[config.mk]
export PLATFORM = sky130hd
export DESIGN_NAME = i2c_reg_slave
export DESIGN_NICKNAME = d
export VERILOG_FILES = /design/src/rtl/i2c_slv_pkg.sv /design/src/rtl/i2c_line_sync.sv /design/src/rtl/i2c_reg_bank.sv /design/src/rtl/i2c_slv_fsm.sv /design/src/rtl/i2c_reg_slave.sv
export SDC_FILE = /design/constraint.sdc
export NUM_CORES = 1
export LEC_CHECK = 0
export ABC_AREA = 1
export BUFFER_PORTS_ARGS = -buffer_cell sky130_fd_sc_hd__buf_2
export CORE_MARGIN = 10
export CORE_UTILIZATION = 35
export CTS_BUF_LIST = sky130_fd_sc_hd__clkbuf_16
export CTS_CLUSTER_SIZE = 8
export DETAILED_ROUTE_END_ITERATION = 16
export GPL_TIMING_DRIVEN = 0
export HOLD_SLACK_MARGIN = 0.03
export PLACE_DENSITY = 0.62
export SLEW_MARGIN = 0
export SYNTH_ARGS = -nofsm -noshare
export SYNTH_HDL_FRONTEND = slang
export SYNTH_SLANG_ARGS = --single-unit
[constraint.sdc]
create_clock -name clk -period 1.5 [get_ports clk]
set_clock_uncertainty 0.1 [all_clocks]
set_input_delay 0.3 -clock clk [delete_from_list [all_inputs] [get_ports clk]]
set_output_delay 0.3 -clock clk [all_outputs]
set_load 0.05 [all_outputs]
[src/rtl/i2c_slv_pkg.sv]
package i2c_slv_pkg;

    typedef enum logic [2:0] {
        PH_IDLE,
        PH_RX,
        PH_RX_ACK,
        PH_TX,
        PH_TX_ACK
    } phase_t;

    typedef enum logic [1:0] {
        BY_DEV,
        BY_SUB,
        BY_DATA
    } byte_kind_t;

    typedef struct packed {
        logic sda;
        logic scl_rise;
        logic scl_fall;
        logic start;
        logic stop;
    } bus_ev_t;

    localparam int BYTE_BITS = 8;

    function automatic logic dev_hit(input logic [7:0] b, input logic [6:0] dev);
        return b[7:1] == dev;
    endfunction

endpackage

[src/rtl/i2c_line_sync.sv]
module i2c_line_sync
    import i2c_slv_pkg::*;
#(
    parameter int STAGES = 2
) (
    input  logic    clk,
    input  logic    rst,
    input  logic    scl_i,
    input  logic    sda_i,
    output logic    scl_lvl,
    output bus_ev_t ev
);
    localparam int LINES = 2;

    logic [LINES-1:0] raw;
    logic [LINES-1:0] synced;
    logic [LINES-1:0] prev;

    assign raw = {scl_i, sda_i};

    for (genvar l = 0; l < LINES; l++) begin : g_line
        logic [STAGES-1:0] chain;
        always_ff @(posedge clk) begin
            if (rst) chain <= '1;
            else     chain <= {chain[STAGES-2:0], raw[l]};
        end
        assign synced[l] = chain[STAGES-1];
    end

    always_ff @(posedge clk) begin
        if (rst) prev <= '1;
        else     prev <= synced;
    end

    assign scl_lvl     = synced[1];
    assign ev.sda      = synced[0];
    assign ev.scl_rise = synced[1] & ~prev[1];
    assign ev.scl_fall = ~synced[1] & prev[1];
    assign ev.start    = synced[1] & prev[1] & prev[0] & ~synced[0];
    assign ev.stop     = synced[1] & prev[1] & ~prev[0] & synced[0];
endmodule

[src/rtl/i2c_reg_bank.sv]
module i2c_reg_bank #(
    parameter int AW = 4
) (
    input  logic          clk,
    input  logic          rst,
    input  logic          we,
    input  logic [AW-1:0] waddr,
    input  logic [7:0]    wdata,
    input  logic [AW-1:0] raddr_a,
    output logic [7:0]    rdata_a,
    input  logic [AW-1:0] raddr_b,
    output logic [7:0]    rdata_b
);
    localparam int DEPTH = 1 << AW;

    logic [7:0] mem [DEPTH];

    always_ff @(posedge clk) begin
        if (rst) begin
            for (int i = 0; i < DEPTH; i++) mem[i] <= '0;
        end else if (we) begin
            mem[waddr] <= wdata;
        end
    end

    assign rdata_a = mem[raddr_a];
    assign rdata_b = mem[raddr_b];
endmodule

[src/rtl/i2c_slv_fsm.sv]
module i2c_slv_fsm
    import i2c_slv_pkg::*;
#(
    parameter logic [6:0] DEV_ADDR = 7'h2A,
    parameter int         AW       = 4
) (
    input  logic          clk,
    input  logic          rst,
    input  bus_ev_t       ev,
    input  logic [7:0]    rd_byte,
    output logic          sda_oe,
    output logic [AW-1:0] ptr,
    output logic          we,
    output logic [AW-1:0] waddr,
    output logic [7:0]    wdata,
    output phase_t        phase
);
    byte_kind_t kind;
    logic [3:0] cnt;
    logic [7:0] shreg;
    logic       rd_mode;

    always_ff @(posedge clk) begin
        if (rst) begin
            phase   <= PH_IDLE;
            kind    <= BY_DEV;
            cnt     <= '0;
            shreg   <= '0;
            rd_mode <= 1'b0;
            ptr     <= '0;
            sda_oe  <= 1'b0;
            we      <= 1'b0;
            waddr   <= '0;
            wdata   <= '0;
        end else begin
            we <= 1'b0;
            if (ev.start) begin
                phase  <= PH_RX;
                kind   <= BY_DEV;
                cnt    <= '0;
                sda_oe <= 1'b0;
            end else if (ev.stop) begin
                phase  <= PH_IDLE;
                sda_oe <= 1'b0;
            end else begin
                unique case (phase)
                    PH_RX: begin
                        if (ev.scl_rise) begin
                            shreg <= {shreg[6:0], ev.sda};
                            cnt   <= cnt + 4'd1;
                        end else if (ev.scl_fall && cnt == 4'(BYTE_BITS)) begin
                            cnt <= '0;
                            unique case (kind)
                                BY_DEV: begin
                                    if (dev_hit(shreg, DEV_ADDR)) begin
                                        rd_mode <= shreg[0];
                                        kind    <= BY_SUB;
                                        sda_oe  <= 1'b1;
                                        phase   <= PH_RX_ACK;
                                    end else begin
                                        phase <= PH_IDLE;
                                    end
                                end
                                BY_SUB: begin
                                    ptr    <= shreg[AW-1:0];
                                    kind   <= BY_DATA;
                                    sda_oe <= 1'b1;
                                    phase  <= PH_RX_ACK;
                                end
                                default: begin
                                    we     <= 1'b1;
                                    waddr  <= ptr;
                                    wdata  <= shreg;
                                    ptr    <= ptr + 1'b1;
                                    sda_oe <= 1'b1;
                                    phase  <= PH_RX_ACK;
                                end
                            endcase
                        end
                    end
                    PH_RX_ACK: begin
                        if (ev.scl_fall) begin
                            cnt <= '0;
                            if (rd_mode) begin
                                shreg  <= rd_byte;
                                sda_oe <= ~rd_byte[7];
                                phase  <= PH_TX;
                            end else begin
                                sda_oe <= 1'b0;
                                phase  <= PH_RX;
                            end
                        end
                    end
                    PH_TX: begin
                        if (ev.scl_fall) begin
                            if (cnt == 4'(BYTE_BITS - 1)) begin
                                sda_oe <= 1'b0;
                                ptr    <= ptr + 1'b1;
                                cnt    <= '0;
                                phase  <= PH_TX_ACK;
                            end else begin
                                sda_oe <= ~shreg[6];
                                shreg  <= {shreg[6:0], 1'b0};
                                cnt    <= cnt + 4'd1;
                            end
                        end
                    end
                    PH_TX_ACK: begin
                        if (ev.scl_rise && ev.sda) begin
                            phase <= PH_IDLE;
                        end else if (ev.scl_fall) begin
                            shreg  <= rd_byte;
                            sda_oe <= ~rd_byte[7];
                            phase  <= PH_TX;
                        end
                    end
                    default: ;
                endcase
            end
        end
    end
endmodule

[src/rtl/i2c_reg_slave.sv]
module i2c_reg_slave
    import i2c_slv_pkg::*;
#(
    parameter logic [6:0] DEV_ADDR    = 7'h2A,
    parameter int         REG_AW      = 4,
    parameter int         SYNC_STAGES = 2
) (
    input  logic              clk,
    input  logic              rst,
    input  logic              scl_i,
    input  logic              sda_i,
    output logic              sda_oe,
    input  logic [REG_AW-1:0] rd_addr,
    output logic [7:0]        rd_data
);
    bus_ev_t           ev;
    logic              scl_lvl;
    logic [REG_AW-1:0] ptr;
    logic              reg_we;
    logic [REG_AW-1:0] reg_waddr;
    logic [7:0]        reg_wdata;
    logic [7:0]        cur_byte;
    phase_t            phase;

    i2c_line_sync #(.STAGES(SYNC_STAGES)) u_sync (
        .clk     (clk),
        .rst     (rst),
        .scl_i   (scl_i),
        .sda_i   (sda_i),
        .scl_lvl (scl_lvl),
        .ev      (ev)
    );

    i2c_slv_fsm #(.DEV_ADDR(DEV_ADDR), .AW(REG_AW)) u_fsm (
        .clk     (clk),
        .rst     (rst),
        .ev      (ev),
        .rd_byte (cur_byte),
        .sda_oe  (sda_oe),
        .ptr     (ptr),
        .we      (reg_we),
        .waddr   (reg_waddr),
        .wdata   (reg_wdata),
        .phase   (phase)
    );

    i2c_reg_bank #(.AW(REG_AW)) u_bank (
        .clk     (clk),
        .rst     (rst),
        .we      (reg_we),
        .waddr   (reg_waddr),
        .wdata   (reg_wdata),
        .raddr_a (ptr),
        .rdata_a (cur_byte),
        .raddr_b (rd_addr),
        .rdata_b (rd_data)
    );
endmodule

# Yosys cells after proc, flatten, opt, wreduce, memory -nomap -nowiden
# Memory sizes are Yosys's and may differ from the RTL's. A register that Yosys moved wholly into a read port is not among the register bits.
# Cells that the tools add are included.
# W data, S select, Z words.
dict set report op_classes {
  bitwise_logic 19
  eq_ne 29
  addsub 2
  reduce_logical 22
  n_mux 57
}
# operator n
set ops {}
lappend ops {{$mux W8} 8}
lappend ops {{$mux W4} 12}
lappend ops {{$pmux W8 S4} 1}
lappend ops {{$mux W3} 7}
lappend ops {{$reduce_and A7 Y1} 3}
lappend ops {{$mux W1} 19}
lappend ops {{$ne A2 B1 Y1 const B} 8}
lappend ops {{$ne A4 B3 Y1 const B} 4}
lappend ops {{$pmux W4 S2} 2}
lappend ops {{$reduce_and A8 Y1} 2}
lappend ops {{$not A1 Y1} 12}
lappend ops {{$pmux W3 S4} 1}
lappend ops {{$pmux W4 S3} 1}
lappend ops {{$reduce_and A6 Y1} 2}
lappend ops {{$reduce_and A10 Y1} 1}
lappend ops {{$add A4 B1 Y4 const B} 2}
lappend ops {{$mux W2} 4}
lappend ops {{$ne A2 B2 Y1 const B} 4}
lappend ops {{$reduce_or A8 Y1} 1}
lappend ops {{$and A1 B1 Y1} 7}
lappend ops {{$eq A7 B6 Y1 const B} 1}
lappend ops {{$eq A3 B2 Y1 const B} 2}
lappend ops {{$ne A3 B1 Y1 const B} 2}
lappend ops {{$reduce_bool A6 Y1} 1}
lappend ops {{19 further kinds} 22}
dict set report totals {
  mem_bits_rw 128
  out_inout_bits 9
  in_bits 8
  mem_count 1
  elab_cells 144
  register_bits 42
}
# memory words word_bits read_ports rd_clocked_by_memory_dff wr line_no
set mem_list {}
lappend mem_list {u_bank.mem 16 8 2 1 16 i2c_reg_bank.sv:16} ;# logic [7:0] mem [DEPTH];

# Logic depth before layout (Yosys ltp)
dict set report depth {
  ltp_word 8
  ltp_mapped 11
  depth_no_buf 11
}

# Hierarchy
# A second synthesis with hierarchy kept.
dict set report unflattened {
  hier_cells 1350
  hier_area_um2 9843.2
}
# module cells_per_inst area_each_um2 seq_area_each_um2 instances
set by_module_without_submodules {}
lappend by_module_without_submodules {i2c_reg_bank 999 7524.7 3843.7 1}
lappend by_module_without_submodules {i2c_slv_fsm 326 2113.3 720.7 1}
lappend by_module_without_submodules {i2c_line_sync 25 205.2 120.1 1}

# Least setup slack after synthesis
# No wires, ideal clock.
dict set report synth_timing {
  kind {input -> output}
  startpoint {input port rd_addr[0]}
  endpoint {output port rd_data[0]}
  slack_ns -0.325
  required_ns 1.100
  stages 6
  arrival_ns 1.425
  path_cell_list {buf_2 -> clkbuf_1 -> o21ai_0 -> o221ai_1 -> nand3_1 -> nand2_1}
}
dict set report synth_via {
  elab_chain_cells 1
}
# element line_no
set synth_lines {}
lappend synth_lines {{from (decl)} i2c_reg_slave.sv:13} ;# input logic [REG_AW-1:0] rd_addr,
lappend synth_lines {{$mem_v2 Z16 W8} n/a}
lappend synth_lines {{to (decl)} i2c_reg_slave.sv:14} ;# output logic [7:0] rd_data
# Every way passes these cells.

==> PnR_summary.wiki <==
{| class="wikitable"
! Metric !! Value
|-
| Hold Path End || u_sync.g_line[1].chain[0]
|-
| Hold path start || rst
|-
| Total wire length after detailed routing || 36200 um
|-
| Failing checks || setup timing
|-
| Worst Setup Path Type || reg -> out
|-
| Most frequently used cell type in the post-synthesis netlist || sky130_fd_sc_hd__nand2_1
|-
| Detailed-routing iteration count for the pre-antenna-repair pass || 6
|-
| Ant diodes || 0
|-
| CTS tree || done
|-
| H-tree depth reported by CTS || 4
|-
| Power density of the placed cells || between 900 and 1000 nW/um^2
|-
| Chip Width || 181 um
|-
| Number of CTS-inserted buffers || 17
|-
| Worst Path Required || 1100 ps
|-
| Violation count after the first detailed-routing iteration || 1366
|-
| Clock Root Buffer || sky130_fd_sc_hd__clkbuf_16
|-
| Ratio of routed vias to standard cells || ~5.7
|-
| Detailed Place HPWL || approximately 24000 um
|-
| Via count of the first global-routing pass || between 8000 and 9000
|-
| Critical Path Source || u_bank.mem[1][4]
|-
| Final std cell area, no fill || 13100 sq um
|-
| Arrival time worst endpoint || 1790 ps
|-
| Cell count after synthesis || 1161
|-
| Combined global-route utilization of all metal layers || 0.207
|-
| Area share of the leading cell type in the synthesized netlist || 0.422
|-
| Global-route wire length before repair || approximately 52000 um
|-
| Largest net degree at the start of global routing || 17
|-
| Register-to-Register Path Depth || 12
|-
| Net count reported at finish || approximately 1300
|-
| Core Region || 25400 sq um
|-
| Warning count from the yosys run || 0
|-
| CP Max Fanout || 2
|-
| Slew margin rel. || 0.505
|-
| Flip-flop and latch count after synthesis || 174
|-
| Post-route DRC || 0
|-
| Clock slew seen by the registers of the worst setup and hold paths || 80 ps
|-
| Tmin final || 2190 ps
|-
| Synth-to-Final Area Change || 44.2%
|-
| Worst Setup Slack post-DPL || -997 ps
|-
| Per-instance average area after synthesis || 7.84 sq um
|-
| Largest area contributor in the netlist || sky130_fd_sc_hd__edfxtp_1
|-
| Antenna-violating nets left || 0
|-
| Part of the Yosys area used for sequential elements || 0.523
|-
| Total nets after synthesis || 1172
|-
| Final weighted congestion in routability-driven placement || 1.03
|-
| Maximum frequency from static timing analysis || 456 MHz
|-
| Post-route worst setup slack || -695 ps
|-
| Worst min path class || in -> reg
|-
| # rows || 58
|-
| Setup crit end kind || primary output
|-
| Largest vdd supply drop || about 790 uV
|-
| Port buffer count || 14
|-
| Number of sinks handled by clock tree synthesis || 174
|-
| Max-capacitance violation count || 0
|-
| Number of setup violations in the final report || 127
|-
| Area of the die || 32900 sq um
|-
| Hold-critical path depth || 2
|-
| Initial Util || 0.359
|-
| Area post-placement || 9790 sq um
|-
| Vias || a little over 9000
|-
| Outcome || finished with violations
|-
| Launching point of the worst reg2reg path || u_fsm.cnt[1]
|-
| Antenna violations before repair || 0
|-
| Tightest Pin Transition || 743 ps
|-
| Fin. max-slew vios || 0
|-
| Post-synth cell types || 32
|-
| Share of the clock period used by the worst path after layout || 1.46
|-
| Reg2Reg Setup Slack || -250 ps
|-
| Max clock buf depth || 2
|-
| Latest clock arrival within the worst-skew pair || ~440 ps
|-
| Remaining global-route overflow || 0
|-
| Startpoint kind of the worst setup timing path || register
|-
| LEAKAGE || a little under 5 nW
|-
| Dominant register cell in the synthesized netlist || sky130_fd_sc_hd__edfxtp_1
|-
| Number of enable flip-flop cells after synthesis || 128
|-
| Boundary pin count || 17
|-
| Area of the mapped netlist || 9110 sq um
|-
| Ranking of synthesized cells by area || sky130_fd_sc_hd__edfxtp_1 (42%), sky130_fd_sc_hd__nand2_1 (12%), sky130_fd_sc_hd__nor2_1 (10%)
|-
| Die height || 181 um
|-
| Final hold vios || 0
|-
| Synth top cells by count || sky130_fd_sc_hd__nand2_1 (285), sky130_fd_sc_hd__nor2_1 (247), sky130_fd_sc_hd__edfxtp_1 (128)
|-
| FFs w/ async S/R, synth || 0
|-
| RSZ-0062 raised after global routing || true
|-
| Fraction of final layout cells with drive strength greater than 1 || 0.371
|-
| Average routed wire per standard cell || roughly 22 um
|}
worst max-delay path by stage:
stage | to | slack (ps) | depth (start not counted)
after floorplan | rd_data[1] | -70 | 6
after global placement | rd_data[0] | -1030 | 7
after detailed placement | rd_data[0] | -1000 | 7
after CTS | rd_data[4] | -630 | 5
after global routing | rd_data[4] | -730 | 5
final | rd_data[4] | -690 | 5
critical path, stage by stage (launching register included):
cell and delay (ps):
sky130_fd_sc_hd__edfxtp_1 440, sky130_fd_sc_hd__o21ai_2 160, sky130_fd_sc_hd__o22ai_2 120, sky130_fd_sc_hd__o211ai_1 340
sky130_fd_sc_hd__nand2_2 120, sky130_fd_sc_hd__buf_6 170
kinds of logic after synthesis:
kind of cell | synth area share
AOI/OAI and AO/OA | 0.106
xor gates and xnor gates | 0.00289
adders and majority gates | 0.00412
buffers and inverters | 0.0588
DFF | 0.523
and+or+nand+nor | 0.305
what timing repair did:
| item | 4_1_cts | 5_1_grt |
|---|---|---|
| setup buffers | 42 | 48 |
| pin swaps | 82 | 78 |
| hold buffers | 3 | 0 |
| gates resized for setup | 345 | 182 |
| setup endpoints to repair | 292 | 200 |
| cloned | 5 | 3 |
| hold endpoints to repair | 3 | 0 |
power breakdown:
group	internal [W]	switching, W
Sequential	0.00540	0.000254
Clock	0.00249	0.00205
Combinational	0.00108	0.00184
Total	0.00897	0.00414
metal layers:
metal	track usage	part of all wire	vias to the layer above
li1	-	-	4164
met1	0.275	0.40	4445
met2	0.315	0.45	540
met3	0.0452	0.11	117
met4	0.0950	0.043	0
met5	0	0	-
metrics by stage:
stage	power, W	instances	setup TNS (ps)	utilization	hold slack (ps)
2_1_floorplan	0.00712	1161	-4760	-	278
3_3_place_gp	0.00766	1505	-140050	0.385	291
3_5_place_dp	0.00768	1505	-145670	0.385	293
4_1_cts	0.0126	1586	-9950	0.474	49.5
5_1_grt	0.0136	1633	-25680	0.517	67.3
6_report	0.0131	1633	-16520	0.517	55.0
registers in the layout (all words and copies together) (netlist names), 2 cells and up, named ones only:
register and count:
u_fsm.ptr 4, u_fsm.wdata 8, u_fsm.cnt 4, u_sync.prev 2, u_fsm.phase 3, u_fsm.waddr 4, u_bank.mem 128, u_fsm.kind 2
u_fsm.shreg 8, u_sync.g_line.chain 4
layout by cell type, fill, tap and decap left out, types with 19 or more instances in the layout:
master | synthesis | layout
sky130_fd_sc_hd__nor2_1 | 247 | 208
sky130_fd_sc_hd__nand2_1 | 285 | 194
sky130_fd_sc_hd__edfxtp_1 | 128 | 128
sky130_fd_sc_hd__nand3_1 | 115 | 72
sky130_fd_sc_hd__buf_4 | 0 | 59
sky130_fd_sc_hd__o21ai_0 | 88 | 54
sky130_fd_sc_hd__nand2_2 | 5 | 46
sky130_fd_sc_hd__buf_6 | 2 | 43
sky130_fd_sc_hd__inv_1 | 57 | 43
sky130_fd_sc_hd__dfxtp_1 | 46 | 34
sky130_fd_sc_hd__nand3_2 | 1 | 33
sky130_fd_sc_hd__nand2_4 | 0 | 30
sky130_fd_sc_hd__nor2_2 | 2 | 24
sky130_fd_sc_hd__nand2_8 | 0 | 23
sky130_fd_sc_hd__a21oi_1 | 41 | 23
sky130_fd_sc_hd__o21ai_2 | 0 | 22
sky130_fd_sc_hd__clkbuf_16 | 0 | 20
sky130_fd_sc_hd__nor2_4 | 2 | 19
final cells by class:
type,instances,area [sq um]
Sequential cell,174,4800
Buffer,62,644
Multi-Input combinational cell,856,5300
Tap cell,330,413
Clock inverter,15,161
Clock buffer,17,425
Fill cell,2246,12300
Inverter,71,314
Timing Repair Buffer,108,1070
No activity file was read; power rests on OpenSTA's default activity.
